===== config.mk =====
export PLATFORM = sky130hd
export DESIGN_NAME = disp_presenter_scan
export DESIGN_NICKNAME = d
export VERILOG_FILES = /design/src/rtl/disp_pkg.sv /design/src/rtl/disp_vld_table.sv /design/src/rtl/disp_ring_match.sv /design/src/rtl/disp_presenter_scan.sv
export SDC_FILE = /design/constraint.sdc
export NUM_CORES = 1
export LEC_CHECK = 0
export ABC_AREA = 1
export BUFFER_PORTS_ARGS = -buffer_cell sky130_fd_sc_hd__buf_2
export CORE_ASPECT_RATIO = 0.7
export CORE_MARGIN = 2
export CORE_UTILIZATION = 40
export CTS_CLUSTER_DIAMETER = 40
export DETAILED_ROUTE_END_ITERATION = 7
export GPL_ROUTABILITY_DRIVEN = 0
export PLACE_DENSITY = 0.69
export SYNTH_ARGS = -nofsm -noshare
export SYNTH_HDL_FRONTEND = slang
export SYNTH_SLANG_ARGS = --single-unit

===== constraint.sdc =====
create_clock -name clk -period 2.2 [get_ports clk]
set_input_delay 0.33 -clock clk [delete_from_list [all_inputs] [get_ports clk]]
set_output_delay 0.33 -clock clk [all_outputs]
set_load 0.02 [all_outputs]

===== src/rtl/disp_pkg.sv =====
package disp_pkg;

  typedef enum logic [1:0] {
    ST_FOUND   = 2'd0,
    ST_DUP     = 2'd1,
    ST_NODISP  = 2'd2,
    ST_INVALID = 2'd3
  } res_status_e;

  typedef enum logic [1:0] {
    RING_USER = 2'd0,
    RING_OS   = 2'd1,
    RING_POOL = 2'd2,
    RING_PHYS = 2'd3
  } ring_e;

  typedef enum logic [1:0] {
    FSM_IDLE,
    FSM_CHECK,
    FSM_SCAN,
    FSM_DONE
  } fsm_e;

  // Final verdict of a completed scan
  function automatic res_status_e scan_outcome(input logic any_hit, input logic multi_hit);
    if (multi_hit) return ST_DUP;
    if (any_hit)   return ST_FOUND;
    return ST_NODISP;
  endfunction

  // Format 0 with ignored target bits asks for a logical-server search
  function automatic logic is_ls_request(input logic fmt, input logic ign);
    return !fmt && ign;
  endfunction

endpackage


===== src/rtl/disp_vld_table.sv =====
module disp_vld_table #(
  parameter int DEPTH = 16,
  parameter int ID_W  = 6,
  localparam int AW   = (DEPTH > 1) ? $clog2(DEPTH) : 1
) (
  input  logic            clk,
  input  logic            rst_n,
  input  logic            we,
  input  logic [AW-1:0]   waddr,
  input  logic            wdata,
  input  logic [ID_W-1:0] rd_id,
  output logic            rd_ok
);

  logic [DEPTH-1:0] bits_q;
  logic             in_range;

  always_ff @(posedge clk or negedge rst_n) begin
    if (!rst_n) begin
      bits_q <= '0;
    end else if (we && (int'(waddr) < DEPTH)) begin
      bits_q[waddr] <= wdata;
    end
  end

  // An id beyond the table is a failed lookup
  assign in_range = int'(rd_id) < DEPTH;
  assign rd_ok    = in_range && bits_q[rd_id[AW-1:0]];

endmodule


===== src/rtl/disp_ring_match.sv =====
module disp_ring_match
  import disp_pkg::*;
#(
  parameter int ID_W = 6,
  parameter int LS_W = 4
) (
  input  logic            fmt,
  input  logic [ID_W-1:0] tgt_id,
  input  logic [LS_W-1:0] tgt_ls,
  input  logic            phys_vld,
  input  logic [ID_W-1:0] phys_id,
  input  logic            pool_vld,
  input  logic [ID_W-1:0] pool_id,
  input  logic            os_vld,
  input  logic [ID_W-1:0] os_id,
  input  logic            usr_vld,
  input  logic [LS_W-1:0] usr_ls,
  output logic            hit,
  output logic [1:0]      ring
);

  logic phys_m, pool_m, os_m, usr_m;

  assign phys_m = phys_vld && (phys_id == tgt_id);
  assign pool_m = pool_vld && (pool_id == tgt_id);
  assign os_m   = os_vld   && (os_id   == tgt_id);
  assign usr_m  = os_m && usr_vld && (usr_ls == tgt_ls);

  always_comb begin
    hit  = 1'b0;
    ring = RING_USER;
    if (fmt) begin
      hit  = usr_m;
      ring = RING_USER;
    end else if (phys_m) begin
      hit  = 1'b1;
      ring = RING_PHYS;
    end else if (pool_m) begin
      hit  = 1'b1;
      ring = RING_POOL;
    end else if (os_m) begin
      hit  = 1'b1;
      ring = RING_OS;
    end
  end

endmodule


===== src/rtl/disp_presenter_scan.sv =====
module disp_presenter_scan
  import disp_pkg::*;
#(
  parameter int NUM_THR   = 4,
  parameter int BLK_W     = 2,
  parameter int IDX_W     = 4,
  parameter int LS_W      = 4,
  parameter int PRIO_W    = 3,
  parameter int TBL_DEPTH = 16,
  localparam int ID_W     = BLK_W + IDX_W,
  localparam int THR_W    = (NUM_THR > 1) ? $clog2(NUM_THR) : 1,
  localparam int TBL_AW   = (TBL_DEPTH > 1) ? $clog2(TBL_DEPTH) : 1
) (
  input  logic                          clk,
  input  logic                          rst_n,
  input  logic                          req_valid,
  output logic                          req_ready,
  input  logic                          req_fmt,
  input  logic [BLK_W-1:0]              req_blk,
  input  logic [IDX_W-1:0]              req_idx,
  input  logic                          req_ign,
  input  logic [PRIO_W-1:0]             req_prio,
  input  logic [LS_W-1:0]               req_ls,
  input  logic                          tbl_we,
  input  logic [TBL_AW-1:0]             tbl_addr,
  input  logic                          tbl_vld,
  input  logic [NUM_THR-1:0]            thr_en,
  input  logic [NUM_THR-1:0]            ctx_phys_vld,
  input  logic [NUM_THR-1:0][ID_W-1:0]  ctx_phys_id,
  input  logic [NUM_THR-1:0]            ctx_pool_vld,
  input  logic [NUM_THR-1:0][ID_W-1:0]  ctx_pool_id,
  input  logic [NUM_THR-1:0]            ctx_os_vld,
  input  logic [NUM_THR-1:0][ID_W-1:0]  ctx_os_id,
  input  logic [NUM_THR-1:0]            ctx_usr_vld,
  input  logic [NUM_THR-1:0][LS_W-1:0]  ctx_usr_ls,
  output logic                          res_done,
  output logic [1:0]                    res_status,
  output logic [THR_W-1:0]              res_thread,
  output logic [1:0]                    res_ring,
  output logic [PRIO_W-1:0]             res_prio
);

  localparam logic [THR_W-1:0] LAST_THR = THR_W'(NUM_THR - 1);

  fsm_e              state_q;
  logic              r_fmt, r_ign;
  logic [ID_W-1:0]   r_id;
  logic [PRIO_W-1:0] r_prio;
  logic [LS_W-1:0]   r_ls;
  logic [THR_W-1:0]  ptr;
  logic              hit_seen, dup_seen;
  logic [THR_W-1:0]  first_thr;
  logic [1:0]        first_ring;
  res_status_e       status_q;

  // Named internal events, observed by the bound checker
  logic              acc_fire;
  logic              scan_step;
  logic              scan_hit;
  logic              scan_last;
  logic              reject_now;
  logic              tbl_ok;
  logic              m_hit;
  logic [1:0]        m_ring;

  assign req_ready  = (state_q == FSM_IDLE);
  assign acc_fire   = req_valid && req_ready;
  assign scan_step  = (state_q == FSM_SCAN);
  assign scan_hit   = scan_step && thr_en[ptr] && m_hit;
  assign scan_last  = (ptr == LAST_THR);
  assign reject_now = (state_q == FSM_CHECK) && (!tbl_ok || is_ls_request(r_fmt, r_ign));

  disp_vld_table #(
    .DEPTH (TBL_DEPTH),
    .ID_W  (ID_W)
  ) tbl_i (
    .clk   (clk),
    .rst_n (rst_n),
    .we    (tbl_we),
    .waddr (tbl_addr),
    .wdata (tbl_vld),
    .rd_id (r_id),
    .rd_ok (tbl_ok)
  );

  // One shared matcher, fed with the context of the thread under the pointer
  disp_ring_match #(
    .ID_W (ID_W),
    .LS_W (LS_W)
  ) match_i (
    .fmt      (r_fmt),
    .tgt_id   (r_id),
    .tgt_ls   (r_ls),
    .phys_vld (ctx_phys_vld[ptr]),
    .phys_id  (ctx_phys_id[ptr]),
    .pool_vld (ctx_pool_vld[ptr]),
    .pool_id  (ctx_pool_id[ptr]),
    .os_vld   (ctx_os_vld[ptr]),
    .os_id    (ctx_os_id[ptr]),
    .usr_vld  (ctx_usr_vld[ptr]),
    .usr_ls   (ctx_usr_ls[ptr]),
    .hit      (m_hit),
    .ring     (m_ring)
  );

  always_ff @(posedge clk or negedge rst_n) begin
    if (!rst_n) begin
      state_q    <= FSM_IDLE;
      r_fmt      <= 1'b0;
      r_ign      <= 1'b0;
      r_id       <= '0;
      r_prio     <= '0;
      r_ls       <= '0;
      ptr        <= '0;
      hit_seen   <= 1'b0;
      dup_seen   <= 1'b0;
      first_thr  <= '0;
      first_ring <= 2'd0;
      status_q   <= ST_INVALID;
    end else begin
      unique case (state_q)
        FSM_IDLE: begin
          if (acc_fire) begin
            r_fmt   <= req_fmt;
            r_ign   <= req_ign;
            r_id    <= {req_blk, req_idx};
            r_prio  <= req_prio;
            r_ls    <= req_ls;
            state_q <= FSM_CHECK;
          end
        end
        FSM_CHECK: begin
          ptr        <= '0;
          hit_seen   <= 1'b0;
          dup_seen   <= 1'b0;
          first_thr  <= '0;
          first_ring <= 2'd0;
          if (reject_now) begin
            status_q <= ST_INVALID;
            state_q  <= FSM_DONE;
          end else begin
            state_q  <= FSM_SCAN;
          end
        end
        FSM_SCAN: begin
          if (scan_hit) begin
            if (hit_seen) begin
              dup_seen <= 1'b1;
            end else begin
              first_thr  <= ptr;
              first_ring <= m_ring;
            end
            hit_seen <= 1'b1;
          end
          if (scan_last) begin
            status_q <= scan_outcome(hit_seen || scan_hit, dup_seen || (hit_seen && scan_hit));
            state_q  <= FSM_DONE;
          end else begin
            ptr <= ptr + 1'b1;
          end
        end
        FSM_DONE: begin
          state_q <= FSM_IDLE;
        end
        default: state_q <= FSM_IDLE;
      endcase
    end
  end

  assign res_done   = (state_q == FSM_DONE);
  assign res_status = status_q;
  assign res_thread = (status_q == ST_FOUND) ? first_thr  : '0;
  assign res_ring   = (status_q == ST_FOUND) ? first_ring : 2'd0;
  assign res_prio   = r_prio;

endmodule


# ---- Word level (Yosys, flattened, before mapping)
# Cells that the tools add are included.
dict set report totals {
  latch_bits 0
  word_cells 126
  rom_bits 0
  ff_bits 43
  inputBits 132
  out_inout_bits 11
  ram_bits 0
  memories 0
}
dict set report classes {
  reduce_logical 28
  multipliers 0
  n_eq_ne 15
  add_sub_neg 1
  bitwise_logic 0
  shift 0
  n_div 0
  magnitude_cmp 5
  n_mux 64
}
# cell count
set ops {}
lappend ops {{$bmux W6 S2} 3}
lappend ops {{$mux W2} 18}
lappend ops {{$mux W1} 23}
lappend ops {{$eq A6 B6 Y1} 3}
lappend ops {{$mux W6} 3}
lappend ops {{$bwmux W16} 1}
lappend ops {{$pmux W2 S2} 4}
lappend ops {{$logic_and A1 B1 Y1} 13}
lappend ops {{$bmux W1 S2} 5}
lappend ops {{$lt A4 B5 Y1 const B} 2}
lappend ops {{$reduce_and A3 Y1} 3}
lappend ops {{$bmux W4 S2} 1}
lappend ops {{$ne A2 B2 Y1 const B} 4}
lappend ops {{$pmux W2 S4} 1}
lappend ops {{$reduce_and A2 Y1} 4}
lappend ops {{$eq A2 B2 Y1 const B} 3}
lappend ops {{$lt A6 B5 Y1 const B} 1}
lappend ops {{$ne A2 B1 Y1 const B} 3}
lappend ops {{$bmux W1 S4} 1}
lappend ops {{$demux W1 S4} 1}
lappend ops {{$eq A4 B4 Y1} 1}
lappend ops {{$ge A4 B1 Y1 const B} 1}
lappend ops {{$logic_not A2 Y1} 2}
lappend ops {{$mux W4} 1}
lappend ops {{7 further kinds} 11}

# ---- Longest topological paths before layout
# Gate-level depths: netlist of the first run.
dict set report depth {
  ltp_word 21
  mapped_depth 19
  mapped_depth_nobuf 17
}

# ---- Modules after synthesis
# Synthesis of the first run repeated with hierarchy kept, for this count alone.
dict set report hier_totals {
  hier_cells 501
  hier_area_um2 3357.0
}
# mod seq_area_each_um2 cells_each instances area_per_inst_um2
set modules_own_cells {}
lappend modules_own_cells {disp_presenter_scan 678.2 271 1 1994.4}
lappend modules_own_cells {disp_vld_table 400.4 126 1 925.9}
lappend modules_own_cells {disp_ring_match 0.0 104 1 436.7}

# ---- Worst setup path before layout of the first run
# No wires, ideal clock.
dict set report synth_path {
  kind {flip-flop to flip-flop}
  startpoint {reg ptr[0]}
  endpoint {reg first_ring[0]}
  path_buffers 3
  setup_slack_ps 370
  setup_ps 122
  path_stages_with_launch 14
  period_less_slack_ps 1830
  required_time_ps 2078
  t_arrival_ps 1708
  cell_sequence {dfrtp_1 buf_4 inv_2 buf_4 buf_4 nor2_1 o21ai_0 o21ai_0 nor2_1 nand3_1 a21oi_4 nand3_4 nand3_1 o21ai_1}
}
dict set report synth_via {
  elab_chain_cells 11
  word_cells_on_any_way 42
  classes_between {5 x eq/ne; 29 x mux; 8 x reduce/logical}
}
# element line_no
set synth_rtl {}
lappend synth_rtl {{from (decl)} disp_presenter_scan.sv:50} ;# logic [THR_W-1:0] ptr;
lappend synth_rtl {{from (signal assigned)} disp_presenter_scan.sv:159} ;# ptr <= ptr + 1'b1;
lappend synth_rtl {{$bmux W6 S2} disp_presenter_scan.sv:99} ;# .os_id (ctx_os_id[ptr]),
lappend synth_rtl {{$mux W6 (not written as such)} disp_presenter_scan.sv:99}
lappend synth_rtl {{$eq A6 B6 Y1} disp_ring_match.sv:26} ;# assign os_m = os_vld && (os_id == tgt_id);
lappend synth_rtl {{$logic_and A1 B1 Y1} disp_ring_match.sv:26}
lappend synth_rtl {{$mux W1} disp_ring_match.sv:41} ;# end else if (os_m) begin
lappend synth_rtl {{$mux W2 / $mux W1 (equally long branches)} disp_ring_match.sv:38} ;# end else if (pool_m) begin
lappend synth_rtl {{$mux W2 / $mux W1 (equally long branches)} disp_ring_match.sv:35} ;# end else if (phys_m) begin
lappend synth_rtl {{$mux W2 / $mux W1 (equally long branches)} disp_ring_match.sv:32} ;# if (fmt) begin
lappend synth_rtl {{$mux W2 / $logic_and A1 B1 Y1 (equally long branches)} {disp_presenter_scan.sv:147, disp_presenter_scan.sv:69}}
lappend synth_rtl {{$mux W2 / $ne A2 B1 Y1 (equally long branches)} --}
lappend synth_rtl {{$pmux W2 S2 / $reduce_and A3 Y1 (equally long branches)} --}
lappend synth_rtl {{to (signal assigned)} disp_presenter_scan.sv:151} ;# first_ring <= m_ring;
lappend synth_rtl {{to (decl)} disp_presenter_scan.sv:53} ;# logic [1:0] first_ring;
# Several ways; a longest one is shown, not always the timed one. The select of a mux whose other input is x is not followed.
# A chain may end at the register's enable or synchronous reset.

# ---- Worst setup path in the final report of the first run
dict set report layout_path {
  startpoint {reg ptr[0]}
  endpoint {reg first_thr[1]}
}
dict set report layout_via {
  elab_chain_cells 11
  word_cells_on_any_way 35
  classes_between {5 x eq/ne; 22 x mux; 8 x reduce/logical}
}
# element line_no
set layout_rtl {}
lappend layout_rtl {{$bmux W6 S2} disp_presenter_scan.sv:99}
lappend layout_rtl {{$mux W6 (not written as such)} disp_presenter_scan.sv:99}
lappend layout_rtl {{$eq A6 B6 Y1} disp_ring_match.sv:26}
lappend layout_rtl {{$logic_and A1 B1 Y1} disp_ring_match.sv:26}
lappend layout_rtl {{$mux W1} disp_ring_match.sv:41}
lappend layout_rtl {{$mux W1} disp_ring_match.sv:38}
lappend layout_rtl {{$mux W1} disp_ring_match.sv:35}
lappend layout_rtl {{$mux W1} disp_ring_match.sv:32}
lappend layout_rtl {{$logic_and A1 B1 Y1 (*)} disp_presenter_scan.sv:69} ;# assign scan_hit = scan_step && thr_en[ptr] && m_hit;
lappend layout_rtl {{$ne A2 B1 Y1 (no source line) (*)} --}
lappend layout_rtl {{$reduce_and A3 Y1 (no source line) (*)} --}
lappend layout_rtl {{to (signal assigned)} disp_presenter_scan.sv:150} ;# first_thr <= ptr;
lappend layout_rtl {{to (decl)} disp_presenter_scan.sv:52} ;# logic [THR_W-1:0] first_thr;
# Mark *: on every way between the ends. The rest lies on a longest branch, timed or not. The select of a mux whose other input is x is not followed.

==> results of run 1 <==
state kept, by name, summed over array words and instances (netlist names), 2 cells and up:
signal        count
res_status        2
state_q           2
first_ring        2
r_id              6
first_thr         2
r_ls              4
ptr               2
tbl_i.bits_q     16
res_prio          3
placed cells by master, fill, tap and decap left out, drive strengths merged:
master	count
nand3	76
dfrtp	41
clkbuf	8
or2	1
a22oi	1
nand2	193
nand3b	1
a21oi	26
ha	5
xnor2	1
xor2	5
o22ai	2
and3	1
a211oi	1
clkinv	2
dfstp	2
nand4	1
mux2	7
o21ai	34
nor2	52
buf	155
inv	40
a31oi	8
o211ai	1
stage by stage:
stage / cell area (sq um) / power, mW
floorplan: 3310 / 3.14
global placement: 4110 / 3.79
detailed placement: 4110 / 3.86
CTS: 4260 / 4.61
global route: 4300 / 5.08
finish: 4300 / 4.64
worst min path at each step:
stage / start / endpoint / slack, ps / cells past startpoint
after floorplan: rst_n / dup_seen / 30 / 0
after global placement: rst_n / r_ls[1] / 330 / 1
after detailed placement: rst_n / first_thr[0] / 340 / 1
after CTS: rst_n / state_q[1] / 30 / 1
after global routing: rst_n / res_prio[2] / 50 / 1
final: rst_n / r_ls[0] / 20 / 1
per-layer routing:
| layer | wire length, um | part of all wire, % | vias to the layer above | track usage (%) |
|---|---|---|---|---|
| met1 | 4840 | 47 | 1721 | 30.6 |
| met2 | 4460 | 43 | 151 | 35.6 |
| li1 | - | - | 1970 | - |
| met5 | 8 | 0.078 | - | 0 |
| met4 | 158 | 1.5 | 2 | 7.56 |
| met3 | 808 | 7.9 | 17 | 4.00 |
power by group through the flow:
stage	Clock [mW]	Sequential, mW	Combinational [mW]
4_1_cts	0.759	1.25	2.60
5_1_grt	0.781	1.29	3.01
3_5_place_dp	0	1.27	2.59
3_3_place_gp	0	1.26	2.53
6_report	0.736	1.26	2.65
2_1_floorplan	0	1.23	1.91
layout make-up:
class / instances / share of cell area, %
inverter: 41 / 3.64
clock inverter: 1 / 0.116
tap: 101 / 2.94
timing repair buffer: 156 / 19.9
clock buffer: 7 / 3.32
sequential: 43 / 25.1
multi-input combinational: 416 / 44.9
cells by family after synthesis:
| kind of cell | after synthesis | share of synthesized area (%) |
|---|---|---|
| muxes | 7 | 2.38 |
| and+or+nand+nor | 325 | 40.5 |
| buffers and inverters | 66 | 9.08 |
| DFF | 43 | 32.6 |
| AOI/OAI and AO/OA | 73 | 12.0 |
| adders and majority gates | 5 | 1.89 |
| xor gates and xnor gates | 6 | 1.59 |
==> run summary, run 1 <==
Util after Layout: 54.2%
Post-Syn Area: 3310 sq um
Nets@finish: 800
Netlist cell types: 31
Achievable frequency: 0.500 GHz
Power share of the combinational group: 57.0%
Critical Path RT: 2370 ps
RSZ-0062 raised after global routing: no
Drt pass-1 iters: 5
Final setup viols: 0
CP endpoint: first_thr[1]
DRT Wirelength: 10300 um
I/O pins: 143
Seq. cell area: 1080 sq um
Post-DP HPWL: 8020 um
Min Tclk post-route: 2000 ps
Status: finished, final reports clean
Pint: 2.50 mW
Post-route insts no fill: 765
DR vias: 3861
TritonCTS Buffers: 5
Largest net degree at the start of global routing: 40
Slew Limit Fails: 0
Setup Crit Path Kind: register to register
Max clock buf depth: 2
CP cell instances: inv_4 -> buf_12 -> nand2_1 -> nand3_1 -> nand2_1 -> nand2_1 -> nand2_1 -> inv_1 -> nand2_1 -> nor2_1 -> nand2_1 -> nand2_1 -> nand2_1 -> nand2_2 -> nand3_4 -> nand3_1 -> o21ai_1
Fraction of registers with async set/reset: 100%
Filler cells: 837
Switching share of power: 46.0%
Relative slew slack: 64.1%
Layout cells sized above 1: 26.8%
Die W: 113 um
Grt total ovfl: 0
DR vias/cell: 5.05
Multi-input logic area: 1930 sq um
Die area: 9030 sq um
Worst hold path class: input port to asynchronous set/reset pin
Crit-path max FO: 20
Lkg Pwr: 2.37 nW
Yosys top cell by area: dfrtp_1
Number of synthesized flops with an enable pin: 0
Crit path depth: 17
Crit start category: register
Slowest-stage cell, CP: dfrtp_2
Fraction of the yosys area taken by sequential cells: 32.6%
Power per cell area: 1080 nW/um^2
Drt wl/cell: 13.4 um
Top_reg_cell synth: dfrtp_1
Largest cells by area after synthesis: dfrtp_1, nand2_1, nand3_1
# placed instances: 756
CTS Sinks: 43
Initial antenna violation count: 1
Switching pwr: 2.14 mW
VDD IR-drop max: 0.572 mV
WP buf/inv: 3
Area Overhead vs Synth: 30.0%
Total Routing Usage GR: 22.3%
Clock power frac: 15.9%
Post-Syn Nets: 662
Setup WS pre-CTS: 173 ps
Mean Syn Cell Area: 6.30 sq um
Slew at the pin closest to its max-slew limit: 537 ps
Crit end category: register
Antenna diodes: 0
Port buffer count: 142
Starting DRT DRC Count: 244
Clock Latency Late Sink: 290 ps
Worst EP arrival: 2170 ps
Setup_tns: 0 ps
Post-CTS setup buffer count: 0
MaxCap Viol Count: 0
Power share of the sequential group: 27.1%
Remaining DRCs: 0
Top cell by count, worst path: nand2_1
Initial Util: 41.7%
Clk slew on worst S/H paths: 60 ps
Crit-path leading delay family: simple AND/OR/NAND/NOR gates
Routed Antenna Nets: 0
Global-route wire length before repair: 16200 um
CP max stage delay: 430 ps
Die H: 80.1 um
Row cnt: 27
Final Hold Fails: 0
Reg2reg path depth: 17
Fin Hold WS: 21.6 ps
Hold buffers post-CTS: 0
Vias in the first global route: 3547
Synth top area share: 31.0%
Reg2reg end: first_thr[1]
FF-to-FF setup slack: 200 ps
Fin crit share: 91.0%
Flip-flop and latch count after synthesis: 43
Root Buffer: clkbuf_16
Core area: 7940 sq um
Setup WS post-layout: 198 ps
Cell with the most instances after synthesis: nand2_1
Worst setup path startpoint: ptr[0]
Reg-to-Reg Start: ptr[0]
Post-Syn Instances: 525
H-tree level count: 2
CTS resizes: 0
CTS tree: yes
Commonest cells in the synthesized netlist: nand2_1, nand3_1, nor2_1, dfrtp_1, inv_1
Synth Warn #: 0
Final Skew: 5.21 ps
Power figures use the tool's default switching activity.
==> run 2, diff against run 1 <==
SYNTH_HIERARCHICAL = 1   (was not set)
==> run summary, run 2 <==
Nets@finish: 802 (+0.25%)
Post-Syn Nets: 638 (-3.6%)
Mean Syn Cell Area: 6.70 sq um (+6.3%)
Relative slew slack: 70.5% (+6.5 points)
Drt wl/cell: 14.9 um (+11%)
Fraction of the yosys area taken by sequential cells: 32.1% (-0.47 points)
Slew Limit Fails: 0 (unchanged)
Crit end category: register
VDD IR-drop max: 0.603 mV (+5.5%)
Die area: 9150 sq um (+1.4%)
Cell with the most instances after synthesis: nand2_1
Total Routing Usage GR: 23.7% (+1.4 points)
Met3 GRT Util: 4.38% (+0.38 points)
Vias in the first global route: 3731 (+5.2%)
Largest cells by area after synthesis: dfrtp_1, nand2_1, nor2_1
H-tree level count: 2 (unchanged)
Initial Util: 41.9% (+0.26 points)
TritonCTS Buffers: 5 (unchanged)
Slew at the pin closest to its max-slew limit: 442 ps (-95.1 ps)
Starting DRT DRC Count: 235 (-3.7%)
Post-Syn Instances: 501 (-4.6%)
Fin crit share: 105% (+14 points)
Die W: 113 um (+0.71%)
Setup WS post-layout: -115 ps (-313 ps)
Setup Crit Path Kind: register to register
Area Overhead vs Synth: 44.5%
Global-route wire length before repair: 17300 um (+6.9%)
Critical Path RT: 2370 ps (about the same)
Final Hold Fails: 0 (unchanged)
Final instance area: 4850 sq um (+13%)
Top_reg_cell synth: dfrtp_1
Cell Area, Placed: 4300 sq um (+4.6%)
Clock Latency Late Sink: 280 ps (about the same)
Netlist cell types: 39 (+26%)
Largest net degree at the start of global routing: 24 (-40%)
Core area: 8010 sq um (+0.85%)
Synth Warn #: 6 (+6)
Global routing's busiest layer: met2
Grt total ovfl: 0 (unchanged)
Reg with most FFs: tbl_i/bits_q
Lkg Pwr: 2.49 nW (+5.3%)
Clk slew on worst S/H paths: 60 ps (about the same)
Flip-flop and latch count after synthesis: 43 (unchanged)
Root Buffer: clkbuf_16
Worst hold path class: input port to register
Commonest cells after routing, fill and taps aside: buf_2, nand2_1, nor2_1, inv_1, dfrtp_1
Worst EP arrival: 2480 ps (+310 ps)
MaxCap Viol Count: 0 (unchanged)
CTS Sinks: 43 (unchanged)
Final setup viols: 8 (+8)
Row cnt: 27 (unchanged)
Setup_tns: -596 ps (-596 ps)
Crit-path max FO: 8 (-60%)
DR vias/cell: 5.27 (+4.4%)
WHS Path Cells: 2
Max clock buf depth: 2 (unchanged)
CTS tree: yes
Remaining DRCs: 0 (unchanged)
Number of synthesized flops with an enable pin: 0 (unchanged)
Die H: 80.6 um (+0.70%)
Largest registers: tbl_i/bits_q (16), r_id (6), r_ls (4)
Status: complete, but fails checks
Failing checks: setup timing
Crit start category: register
Met2 Track Usage GR: 37.7% (+2.1 points)
Final Skew: 4.66 ps (-0.548 ps)
Reg2reg path depth: 18 (+1)
Power Total: 5.79 mW (+25%)
Post-DP HPWL: 8290 um (+3.4%)
Antenna diodes: 0 (unchanged)
Power per cell area: 1190 nW/um^2 (+11%)
I/O pins: 143 (unchanged)
Fraction of registers with async set/reset: 100% (unchanged)
Max reg flops: 16 (unchanged)
Layout cells sized above 1: 41.0% (+14 points)
Routed Antenna Nets: 0 (unchanged)
Commonest cells in the synthesized netlist: nand2_1, nor2_1, inv_1, o21ai_0, dfrtp_1
Drt pass-1 iters: 6 (+1)
Most common cell after layout, fill and taps aside: buf_2
Util after Layout: 60.6% (+6.4 points)
DRT Wirelength: 11400 um (+11%)
Post-Syn Area: 3360 sq um (+1.5%)
RSZ-0062 raised after global routing: yes
DR vias: 4043 (+4.7%)
Initial antenna violation count: 0 (-1)
Min Tclk post-route: 2310 ps (+313 ps)
GR Util met1: 33.3% (+2.7 points)
Port buffer count: 142 (unchanged)
Synth top area share: 30.6% (-0.45 points)
Achievable frequency: 0.432 GHz (-14%)
Yosys top cell by area: dfrtp_1
## run 2: cell count changes after synthesis, sizes merged, moves of 12 or more
cell and delta:
nand2 -96, nand3 -49, o21ai +39, inv +31
nor2 +31, o22ai +26, a21oi -12
## run 2: cell families after synthesis
group	Yosys count	synth area share [%]
compound gates	125	20.4
buf+inv	92	11.6
simple gates	220	28.9
mux	14	4.70
flops	43	32.1
fa+ha+maj	5	1.86
xor+xnor	2	0.522
## run 2: layer usage
metal | wire, um | up-vias
li1 | - | 1971
met1 | 5220 | 1878
met2 | 5120 | 175
met3 | 874 | 19
met4 | 180 | 0
met5 | 0 | -
## run 2: worst max-delay path, stage by stage, from the launching register on
cell      delay (ps)
dfrtp_2          490
inv_8            150
buf_6            120
buf_6             90
nor2_2            30
o22ai_2          180
inv_1             70
a21boi_2         140
nand2_1           60
nor2_1            90
nand2_1           80
nand2_1           80
nand2_2           60
nand2_2           70
nand2_2           70
inv_4             90
nand4_4          150
nand3_2          100
o21ai_1           70
## run 2: what timing repair did
item                       in CTS  in global routing
hold endpoints to repair       16                  0
cloned                          3                  3
gates resized for setup        27                 59
setup endpoints to repair       8                  8
pin swaps                      17                 25
hold buffers                    1                  0
setup buffers                   7                  8
## run 2: area by class of cell
class	instances	area, sq um
Fill cell	735	3160
Multi-Input combinational cell	366	2080
Timing Repair Buffer	177	1140
Sequential cell	43	1080
Inverter	72	280
Clock buffer	6	129
Tap cell	101	126
Clock inverter	2	13.8
## run 2: final timing paths
path | startpoint | endpoint | slack [ps]
max | ptr[0] | first_ring[0] | -110
min | req_idx[1] | r_id[1] | 270
max reg2reg | ptr[0] | first_ring[0] | -110
min reg2reg | res_status[1] | res_status[1] | 480
max in group asynchronous | rst_n | res_status[1] | 1100
min in group asynchronous | rst_n | tbl_i/bits_q[13] | 500
## run 2: metrics by stage
step,instances,worst slack (ps),hold WS (ps)
6_report,767,-115,273
5_1_grt,767,-233,267
4_1_cts,761,-54.1,270
3_5_place_dp,743,-150,284
3_3_place_gp,743,-6.15,278
2_1_floorplan,501,83.7,34.4
## run 2: power by group
group / switching [mW] / internal (mW) / leakage (nW) / total (mW)
logic: 2.04 / 1.63 / 1.91 / 3.67
registers: 0.328 / 1.07 / 0.518 / 1.40
clock network: 0.303 / 0.421 / 0.0708 / 0.724
